[src/rtl/ogm_pkg.sv]
package ogm_pkg;
  typedef enum logic [1:0] {
    ST_IDLE = 2'd0,
    ST_SYNC = 2'd1,
    ST_CAPT = 2'd2,
    ST_DONE = 2'd3
  } ogm_state_e;
endpackage

[src/rtl/ogm_rst_sync.sv]
module ogm_rst_sync #(
  parameter int STAGES = 2
) (
  input  logic clk,
  input  logic rst_n,
  output logic rst_n_o
);
  logic [STAGES-1:0] sync_q;

  always_ff @(posedge clk or negedge rst_n) begin
    if (!rst_n) sync_q <= '0;
    else        sync_q <= {sync_q[STAGES-2:0], 1'b1};
  end

  assign rst_n_o = sync_q[STAGES-1];
endmodule

[src/rtl/ogm_gap_counter.sv]
module ogm_gap_counter #(
  parameter int CNT_W = 16
) (
  input  logic             clk,
  input  logic             rst_n,
  input  logic             orbit_i,
  output logic [CNT_W-1:0] gap_o
);
  localparam logic [CNT_W-1:0] CNT_MAX = '1;
  localparam logic [CNT_W-1:0] CNT_ONE = CNT_W'(1);

  logic [CNT_W-1:0] cnt_q, cnt_d;
  logic             cnt_en;

  assign cnt_en = orbit_i || (cnt_q != CNT_MAX);

  always_comb begin
    cnt_d = cnt_q;
    if (orbit_i)     cnt_d = CNT_ONE;
    else if (cnt_en) cnt_d = cnt_q + CNT_ONE;
  end

  always_ff @(posedge clk or negedge rst_n) begin
    if (!rst_n)      cnt_q <= '0;
    else if (cnt_en) cnt_q <= cnt_d;
  end

  assign gap_o = cnt_q;


  sat_hold_chk: assert property (@(posedge clk) disable iff (!rst_n)
    (cnt_q == CNT_MAX && !orbit_i) |=> (gap_o == CNT_MAX));


  restart_chk: assert property (@(posedge clk) disable iff (!rst_n)
    orbit_i |=> (gap_o == CNT_ONE));
endmodule

[src/rtl/ogm_ctrl.sv]
module ogm_ctrl
  import ogm_pkg::*;
#(
  parameter int DEPTH = 128,
  parameter int LVL_W = 8
) (
  input  logic clk,
  input  logic rst_n,
  input  logic arm_i,
  input  logic orbit_i,
  output logic clear_o,
  output logic wr_en_o,
  output logic busy_o,
  output logic done_o
);
  localparam logic [LVL_W-1:0] LAST = LVL_W'(DEPTH - 1);

  ogm_state_e       state_q, state_d;
  logic [LVL_W-1:0] wcnt_q, wcnt_d;
  logic             wr_en;

  always_comb begin
    state_d = state_q;
    wcnt_d  = wcnt_q;
    wr_en   = 1'b0;
    if (arm_i) begin
      state_d = ST_SYNC;
      wcnt_d  = '0;
    end else begin
      case (state_q)
        ST_SYNC: if (orbit_i) state_d = ST_CAPT;
        ST_CAPT: begin
          if (orbit_i) begin
            wr_en  = 1'b1;
            wcnt_d = wcnt_q + LVL_W'(1);
            if (wcnt_q == LAST) state_d = ST_DONE;
          end
        end
        default: ;
      endcase
    end
  end

  always_ff @(posedge clk or negedge rst_n) begin
    if (!rst_n) begin
      state_q <= ST_IDLE;
      wcnt_q  <= '0;
    end else begin
      state_q <= state_d;
      wcnt_q  <= wcnt_d;
    end
  end

  assign clear_o = arm_i;
  assign wr_en_o = wr_en;
  assign busy_o  = (state_q == ST_SYNC) || (state_q == ST_CAPT);
  assign done_o  = (state_q == ST_DONE);


  wcnt_bound_chk: assert property (@(posedge clk) disable iff (!rst_n)
    wcnt_q <= LVL_W'(DEPTH));


  done_hold_chk: assert property (@(posedge clk) disable iff (!rst_n)
    (done_o && !arm_i) |=> done_o);


  arm_restart_chk: assert property (@(posedge clk) disable iff (!rst_n)
    arm_i |=> (busy_o && !done_o && wcnt_q == '0));


  skip_first_chk: assert property (@(posedge clk) disable iff (!rst_n)
    (state_q == ST_SYNC) |-> !wr_en_o);
endmodule

[src/rtl/ogm_store.sv]
module ogm_store #(
  parameter int DATA_W = 16,
  parameter int DEPTH  = 128,
  parameter int ADDR_W = 7,
  parameter int LVL_W  = 8
) (
  input  logic              clk,
  input  logic              rst_n,
  input  logic              clear_i,
  input  logic              wr_en_i,
  input  logic [DATA_W-1:0] wr_data_i,
  input  logic              rd_i,
  output logic [DATA_W-1:0] rd_data_o,
  output logic [LVL_W-1:0]  level_o,
  output logic              underflow_o
);
  localparam logic [ADDR_W-1:0] PTR_LAST = ADDR_W'(DEPTH - 1);

  logic [DATA_W-1:0] mem_q [DEPTH];
  logic [ADDR_W-1:0] wr_ptr_q, wr_ptr_d, rd_ptr_q, rd_ptr_d;
  logic [LVL_W-1:0]  level_q, level_d;
  logic [DATA_W-1:0] rd_data_q, rd_data_d;
  logic              uflow_q, uflow_d;
  logic              rd_ok, wr_ok;

  function automatic logic [ADDR_W-1:0] ptr_inc(input logic [ADDR_W-1:0] p);
    return (p == PTR_LAST) ? '0 : p + ADDR_W'(1);
  endfunction

  assign wr_ok = wr_en_i && !clear_i;
  assign rd_ok = rd_i && !clear_i && (level_q != '0);

  always_comb begin
    wr_ptr_d  = wr_ptr_q;
    rd_ptr_d  = rd_ptr_q;
    level_d   = level_q;
    rd_data_d = rd_data_q;
    uflow_d   = uflow_q;
    if (clear_i) begin
      wr_ptr_d  = '0;
      rd_ptr_d  = '0;
      level_d   = '0;
      rd_data_d = '0;
      uflow_d   = 1'b0;
    end else begin
      if (wr_ok) wr_ptr_d = ptr_inc(wr_ptr_q);
      if (rd_i) begin
        if (rd_ok) begin
          rd_data_d = mem_q[rd_ptr_q];
          rd_ptr_d  = ptr_inc(rd_ptr_q);
        end else begin
          rd_data_d = '0;
          uflow_d   = 1'b1;
        end
      end
      case ({wr_ok, rd_ok})
        2'b10:   level_d = level_q + LVL_W'(1);
        2'b01:   level_d = level_q - LVL_W'(1);
        default: level_d = level_q;
      endcase
    end
  end

  always_ff @(posedge clk) begin
    if (wr_ok) mem_q[wr_ptr_q] <= wr_data_i;
  end

  always_ff @(posedge clk or negedge rst_n) begin
    if (!rst_n) begin
      wr_ptr_q  <= '0;
      rd_ptr_q  <= '0;
      level_q   <= '0;
      rd_data_q <= '0;
      uflow_q   <= 1'b0;
    end else begin
      wr_ptr_q  <= wr_ptr_d;
      rd_ptr_q  <= rd_ptr_d;
      level_q   <= level_d;
      rd_data_q <= rd_data_d;
      uflow_q   <= uflow_d;
    end
  end

  assign rd_data_o   = rd_data_q;
  assign level_o     = level_q;
  assign underflow_o = uflow_q;


  uflow_sticky_chk: assert property (@(posedge clk) disable iff (!rst_n)
    (underflow_o && !clear_i) |=> underflow_o);


  empty_read_zero_chk: assert property (@(posedge clk) disable iff (!rst_n)
    (rd_i && level_o == '0 && !clear_i) |=> (rd_data_o == '0 && underflow_o));


  level_bound_chk: assert property (@(posedge clk) disable iff (!rst_n)
    level_o <= LVL_W'(DEPTH));


  clear_chk: assert property (@(posedge clk) disable iff (!rst_n)
    clear_i |=> (level_o == '0 && !underflow_o && rd_data_o == '0));


  rw_level_chk: assert property (@(posedge clk) disable iff (!rst_n)
    (wr_en_i && rd_i && level_o != '0 && !clear_i) |=> $stable(level_o));
endmodule

[src/rtl/orbit_gap_monitor.sv]
module orbit_gap_monitor #(
  parameter int CNT_W = 16,
  parameter int DEPTH = 128
) (
  input  logic                       clk,
  input  logic                       rst_n,
  input  logic                       arm_i,
  input  logic                       orbit_i,
  input  logic                       rd_i,
  output logic [CNT_W-1:0]           rd_data_o,
  output logic [$clog2(DEPTH+1)-1:0] level_o,
  output logic                       empty_o,
  output logic                       full_o,
  output logic                       busy_o,
  output logic                       done_o,
  output logic                       underflow_o
);
  localparam int ADDR_W = $clog2(DEPTH);
  localparam int LVL_W  = $clog2(DEPTH + 1);

  logic             rst_n_s;
  logic [CNT_W-1:0] gap;
  logic             clear, wr_en;
  logic [LVL_W-1:0] level;

  ogm_rst_sync #(.STAGES(2)) i_rst_sync (
    .clk     (clk),
    .rst_n   (rst_n),
    .rst_n_o (rst_n_s)
  );

  ogm_gap_counter #(.CNT_W(CNT_W)) i_gap_counter (
    .clk     (clk),
    .rst_n   (rst_n_s),
    .orbit_i (orbit_i),
    .gap_o   (gap)
  );

  ogm_ctrl #(.DEPTH(DEPTH), .LVL_W(LVL_W)) i_ctrl (
    .clk     (clk),
    .rst_n   (rst_n_s),
    .arm_i   (arm_i),
    .orbit_i (orbit_i),
    .clear_o (clear),
    .wr_en_o (wr_en),
    .busy_o  (busy_o),
    .done_o  (done_o)
  );

  ogm_store #(
    .DATA_W (CNT_W),
    .DEPTH  (DEPTH),
    .ADDR_W (ADDR_W),
    .LVL_W  (LVL_W)
  ) i_store (
    .clk         (clk),
    .rst_n       (rst_n_s),
    .clear_i     (clear),
    .wr_en_i     (wr_en),
    .wr_data_i   (gap),
    .rd_i        (rd_i),
    .rd_data_o   (rd_data_o),
    .level_o     (level),
    .underflow_o (underflow_o)
  );

  assign level_o = level;
  assign empty_o = (level == '0);
  assign full_o  = (level == LVL_W'(DEPTH));


  no_store_when_done_chk: assert property (@(posedge clk) disable iff (!rst_n_s)
    (done_o && !rd_i && !arm_i) |=> $stable(level_o));


  idle_no_store_chk: assert property (@(posedge clk) disable iff (!rst_n_s)
    (!busy_o && !done_o && !arm_i && !rd_i) |=> $stable(level_o));
endmodule

[config.mk]
export PLATFORM = sky130hd
export DESIGN_NAME = orbit_gap_monitor
export DESIGN_NICKNAME = d
export VERILOG_FILES = /design/src/rtl/ogm_pkg.sv /design/src/rtl/ogm_rst_sync.sv /design/src/rtl/ogm_gap_counter.sv /design/src/rtl/ogm_ctrl.sv /design/src/rtl/ogm_store.sv /design/src/rtl/orbit_gap_monitor.sv
export SDC_FILE = /design/constraint.sdc
export NUM_CORES = 2
export LEC_CHECK = 0
export BUFFER_PORTS_ARGS = -buffer_cell sky130_fd_sc_hd__buf_2
export CORE_MARGIN = 4
export CORE_UTILIZATION = 55
export CTS_CLUSTER_DIAMETER = 50
export DETAILED_ROUTE_END_ITERATION = 12
export PLACE_DENSITY = 0.73
export SYNTH_ARGS = -nofsm -noshare
export SYNTH_HDL_FRONTEND = slang
export SYNTH_SLANG_ARGS = --single-unit
[constraint.sdc]
create_clock -name clk -period 2.1 [get_ports clk]
set_input_delay 0.315 -clock clk [delete_from_list [all_inputs] [get_ports clk]]
set_output_delay 0.315 -clock clk [all_outputs]
set_load 0.01 [all_outputs]
# [After elaboration in Yosys (flattened, before gate mapping)]
# Memory sizes are Yosys's and may differ from the RTL's.
# Cells that the tools add are included.
[op_classes] n_bitwise=0 n_eq_ne=14 n_reduce_logical=19 addsub=6 mul=0 n_shift=0 mux=29 magnitude_cmp=0 div_mod_pow=0
[ops] cell="$mux 16" count=4
[ops] cell="$mux 7" count=7
[ops] cell="$mux 8" count=4
[ops] cell="$add 16x1->16 const B" count=1
[ops] cell="$add 8x1->8 const B" count=2
[ops] cell="$ne 16x16->1 const B" count=1
[ops] cell="$pmux 8 s2" count=1
[ops] cell="$add 7x1->7 const B" count=2
[ops] cell="$eq 7x7->1 const B" count=2
[ops] cell="$reduce_bool 2->1" count=5
[ops] cell="$eq 8x7->1 const B" count=1
[ops] cell="$eq 8x8->1 const B" count=1
[ops] cell="$logic_not 8->1" count=1
[ops] cell="$mux 1" count=8
[ops] cell="$mux 2" count=4
[ops] cell="$reduce_bool 8->1" count=1
[ops] cell="$sub 8x1->8 const B" count=1
[ops] cell="$eq 2x2->1 const B" count=3
[ops] cell="$ne 3x3->1 const B" count=2
[ops] cell="$reduce_and 2->1" count=3
[ops] cell="$reduce_bool 3->1" count=2
[ops] cell="$eq 2x1->1 const B" count=2
[ops] cell="$pmux 2 s2" count=1
[ops] cell="$reduce_and 4->1" count=1
[ops] cell="5 further kinds" count=8
[word_totals] out_inout_bits=29 regBits=67 wordCells=78 latchBits=0 inputBits=5 ram_bits=2048 n_memories=1 romBits=0
[mem_list] memory="i_store.mem_q" words=128 word_bits=16 rd=1 rd_ports_with_merged_regs=0 wr=1 line="ogm_store.sv:19" source="logic [DATA_W-1:0] mem_q [DEPTH];"

# [Longest topological paths before layout]
[logic_depth] depth_word=7 ltp_mapped=12 ltp_nobuf=12

# [Hierarchy]
# Synthesis repeated with hierarchy kept, for this count alone.
[unflattened] hier_cells=3909 hier_area_um2=82689.3
[modules_own_cells] mod="ogm_store" seq_area_each_um2=62474.9 instances=1 area_each_um2=81037.7 cells_each=3740
[modules_own_cells] mod="ogm_gap_counter" seq_area_each_um2=400.4 instances=1 area_each_um2=942.2 cells_each=96
[modules_own_cells] mod="ogm_ctrl" seq_area_each_um2=250.2 instances=1 area_each_um2=614.3 cells_each=65
[modules_own_cells] mod="ogm_rst_sync" seq_area_each_um2=50.0 instances=1 area_each_um2=53.8 cells_each=3
[modules_own_cells] mod="orbit_gap_monitor" seq_area_each_um2=0.0 instances=1 area_each_um2=41.3 cells_each=5

# [Worst setup path after synthesis]
# No wires, ideal clock.
[synth_path] path_type="reg2reg" from="reg i_gap_counter.cnt_q[0] (netlist: i_gap_counter.gap_o[0])" to="reg i_gap_counter.cnt_q[13] (netlist: i_gap_counter.gap_o[13])" setup_ns=0.132 period_less_slack_ns=3.678 required_time_ns=1.968 path_buffers=0 arrival_ns=3.546 setup_slack_ns=-1.578 stages_incl_launch_ff=8 cell_sequence="dfrtp_1 ha_1 nand3_1 nor4_2 nor4b_1 nand4_1 xor2_1 nor2_1"
[synth_between] elab_chain_len=2 word_cells_on_any_way=4 classes_between="add/sub: 1; eq/ne: 1; mux: 1; reduce/logical: 1"
[synth_rtl] item="start, declared" line="ogm_gap_counter.sv:12" source="logic [CNT_W-1:0] cnt_q, cnt_d;"
[synth_rtl] item="start signal, assigned" line="ogm_gap_counter.sv:25" source="else if (cnt_en) cnt_q <= cnt_d;"
[synth_rtl] item="$add 16x1->16 / $ne 16x16->1 (equally long branches)" line="ogm_gap_counter.sv:20, ogm_gap_counter.sv:15"
[synth_rtl] item="$mux 16 / $logic_or 1x1->1 (equally long branches)" line="ogm_gap_counter.sv:19, ogm_gap_counter.sv:15"
# Several ways; a longest one is shown, not always the timed one.
# A chain may end at the register's enable or synchronous reset.

# [Final worst setup path]
[layout_path] from="reg i_store.rd_ptr_q[0]" to="reg i_store.rd_data_q[2] (netlist: i_store.rd_data_o[2])"
[layout_between] elab_chain_len=4
[layout_rtl] item="start, declared" line="ogm_store.sv:20" source="logic [ADDR_W-1:0] wr_ptr_q, wr_ptr_d, rd_ptr_q, rd_ptr_d;"
[layout_rtl] item="start signal, assigned" line="ogm_store.sv:77" source="rd_ptr_q <= rd_ptr_d;"
[layout_rtl] item="$mem_v2 128x16"
[layout_rtl] item="$mux 16" line="ogm_store.sv:48" source="if (rd_ok) begin"
[layout_rtl] item="$mux 16" line="ogm_store.sv:47" source="if (rd_i) begin"
[layout_rtl] item="$mux 16" line="ogm_store.sv:39" source="if (clear_i) begin"
[layout_rtl] item="end signal, assigned" line="ogm_store.sv:79" source="rd_data_q <= rd_data_d;"
[layout_rtl] item="end, declared" line="ogm_store.sv:22" source="logic [DATA_W-1:0] rd_data_q, rd_data_d;"
# No other way between the ends. The select of a mux whose other input is x is not followed.

==> out/metrics.cfg <==
[timing]
setup_viol = 2022
finalMaxSlewViolations = 0
period_share_pct = 133
worst_pin_slew_ns = 1.06
fin_skew_ns = 0.0467
holdWs_ns = 0.276
finalHoldViolCount = 0
max-slew-margin-rel_pct = 29.4
rsz0062_at_grt = yes
timing.fmax_mhz = 357
min_period_ns = 2.80
fin_ws_ns = -0.698

[min_path]
hold_start = rd_i
hold_class = primary input to flip-flop

[worst_setup_path]
reg2reg_from = i_store.rd_ptr_q[0]
worstPathCellList = buf_12 > buf_12 > buf_12 > nor4_4 > buf_6 > buf_8 > buf_6 > a22oi_2 > nand4_1 > nor3_2 > buf_4 > a31oi_4 > o2111ai_2
r2r_slack_ns = -0.70
arrival_ns = 3.46
cp-startpoint = i_store.rd_ptr_q[0]
critPathCapture = i_store.rd_data_o[2]
path_class = flip-flop to flip-flop
rr_worst_depth = 13
required_ns = 2.77
r2r-end = i_store.rd_data_o[2]
critPathCaptureType = flip-flop
cp_slowest_cell = dfrtp_4
cp_common_cell = buf_12
crit_fanout = 7
max_stage_delay_ns = 0.50
cp-start-kind = flip-flop

[die]
io_pins = 34
fp-row-count = 141
start_util_pct = 55.3
core_area_mm2 = 0.148
die_x_um = 393
die_y_um = 393
die_area_mm2 = 0.155

[placed_design]
port_buffers = 33
gp_congestion = 0.870
hpwl_mm = 118

[drt]
vias = 44900
avgViaCountPerCell = 6.58
drc_errors = 0
drt-total-wl_mm = 218
antenna_left = 0
drtIter0Drc = 5958
wl_per_cell_um = 31.9
drtPass1Iterations = 6

[synthesis]
yosysTopAreaCellShare_pct = 75.3
ys_ff_latch = 2115
yosysMostFrequentCell = edfxtp_1
synth.distinct_cells = 74
synth_fp_nets = 3974
synth_top_cells_by_count = 2048 x edfxtp_1, 419 x mux4_2, 227 x nor2_1, 222 x mux2i_1, 151 x a22oi_1
synth_area_leaders = edfxtp_1 75%, mux4_2 12%, mux2i_1 2.7%
syn_avg_cell_area_um2 = 20.6
synth_top_cell_by_area = edfxtp_1
syn_inst = 3958
ys_seq_area_share_pct = 77.4
synthArstFlopShare_pct = 3.17
syn_area_mm2 = 0.0816
yosysWarnings = 0
synth_edf_count = 2048
synth_ff_type = edfxtp_1

[cts]
clkSinkCount = 2115
htreeDepth = 4
clk_latency_ns = 0.83
cts_buffers = 207
cts_tree = yes
clk_pin_slew_ns = 0.06
cts-root-to-sink-buffers = 3
cts_root_buffer = clkbuf_16

[global_route]
grt_pass1_wl_mm = 310
grt_antenna_before_repair = 3
grt_max_degree = 132
grtUsageTotal_pct = 27.6
first_global_vias = 44600
grt_overflow = 0

[cells_and_area]
final_util_pct = 69.3
drive_gt1_share_pct = 38.7
layout.nets = 4733
multi_input_area_mm2 = 0.0200
area_growth_pct = 25.4
register_area_mm2 = 0.0633
fillers = 8349

[run_status]
violations = negative setup slack
outcome = finished, violations left

[power_and_ir_drop]
p_leak_nw = 32.7
power.share.switching_pct = 25.1
intPower_mw = 78.3
vdd_drop_max_mv = 0.746
p_sw_mw = 26.2
pwr-share-clk_pct = 35.1
comb_power_share_pct = 20.5
seqPwrFrac_pct = 44.3
p_per_area_mw_per_mm2 = 1020

[flow_run]
cap_violations = 0

[metrics by stage]
step	cell area [µm²]	power [mW]	instances	worst slack [ns]	setup TNS (ns)
3_3_place_gp	91100	64.1	6256	-1.49	-283.32
4_1_cts	101000	104	6758	-0.655	-263.91
6_report	102000	104	6822	-0.698	-253.29
2_1_floorplan	82600	57.9	3958	-0.815	-84.95
5_1_grt	102000	108	6820	-0.755	-426.02
3_5_place_dp	91100	64.3	6256	-1.43	-308.83
[placed cells by master (no fill, tap or decap), types with 19 or more instances in the layout]
cell and count:
a21oi_1 26, a21oi_2 23, a22o_1 22, a22oi_1 104, a22oi_2 47, buf_12 237
buf_16 27, buf_2 31, buf_4 372, buf_6 73, bufinv_16 19, clkbuf_1 52
clkbuf_16 220, clkinv_1 41, clkinv_2 30, dfrtp_1 45, dfrtp_4 21, edfxtp_1 2048
mux2i_1 219, mux4_2 419, nand2_1 52, nand4_1 31, nor2_1 95, nor2_2 25
nor2_4 107, nor3_1 52, o21ai_0 28, o22ai_1 25, xor2_1 19
[power groups by stage]
stage                     Sequential (mW)  Clock [mW]  Combinational [mW]
after CTS                            46.3        36.9                20.3
after floorplan                      47.3           0                10.6
after detailed placement             47.3           0                17.0
after global routing                 46.3        39.0                22.5
after global placement               47.3           0                16.8
final                                46.3        36.7                21.4
[what timing repair did]
action,in CTS,in global routing
setup endpoints to repair,2063,2065
setup buffers,100,65
hold buffers,5,0
cloned,25,12
endpoints found under the hold margin,24,0
gates resized for setup,304,157
pin swaps,102,88
[flip-flops by register name (all words and copies together), names as in the netlist]
register	cells
i_store.underflow_o	1
i_store.wr_ptr_q	7
i_store.rd_data_o	16
i_store.rd_ptr_q	7
i_store.mem_q	2048
i_ctrl.wcnt_q	8
i_rst_sync.sync_q	2
i_store.level_o	8
i_ctrl.state_q	2
i_gap_counter.gap_o	16
[layer usage]
| layer | up-vias | track usage, % | wire, µm | part of all wire [%] |
|---|---|---|---|---|
| li1 | 18100 | - | - | - |
| met1 | 23400 | 39.2 | 79400 | 36 |
| met2 | 2949 | 43.5 | 107000 | 49 |
| met3 | 500 | 5.24 | 22300 | 10 |
| met4 | 2 | 10.3 | 9330 | 4.3 |
| met5 | - | 0 | 12 | 0.0055 |
[worst min-delay path by stage]
stage | cells past startpoint | slack [ns] | endpoint
detailed placement | 1 | 0.10 | i_rst_sync.sync_q[0]
global route | 6 | 0.28 | i_store.rd_ptr_q[1]
global placement | 1 | 0.1 | i_rst_sync.sync_q[0]
floorplan | 0 | 0.02 | i_rst_sync.sync_q[0]
finish | 7 | 0.28 | i_store.level_o[4]
CTS | 7 | 0.22 | i_store.level_o[4]
[layout make-up]
| cell class | count | area share, % |
|---|---|---|
| Clock buffer | 264 | 5.33 |
| Inverter | 9 | 0.0379 |
| Multi-Input combinational cell | 1608 | 19.5 |
| Tap cell | 1930 | 2.36 |
| Antenna cell | 2 | 0.00489 |
| Clock inverter | 118 | 1.23 |
| Timing Repair Buffer | 776 | 9.70 |
| Sequential cell | 2115 | 61.8 |
[logic make-up after synthesis]
kind of cell             after synthesis  share of synthesized area, %
flip-flops                          2115                          77.4
multiplexers                         648                          14.4
AND/OR/NAND/NOR                      504                          2.90
AO/OA/AOI/OAI                        417                          3.60
buffers and inverters                235                          1.24
XOR/XNOR                              26                         0.288
adder cells (fa/ha/maj)               12                         0.182
other                                  1                       0.00459
[worst max-delay path, delay by kind of cell (launching register included)]
kind | cells | cell delay (ns)
AOI/OAI and AO/OA | 3 | 0.45
buffers and inverters | 7 | 1.07
DFF | 1 | 0.50
and+or+nand+nor | 3 | 0.58
Note: power is estimated with default switching activity, not from simulation.
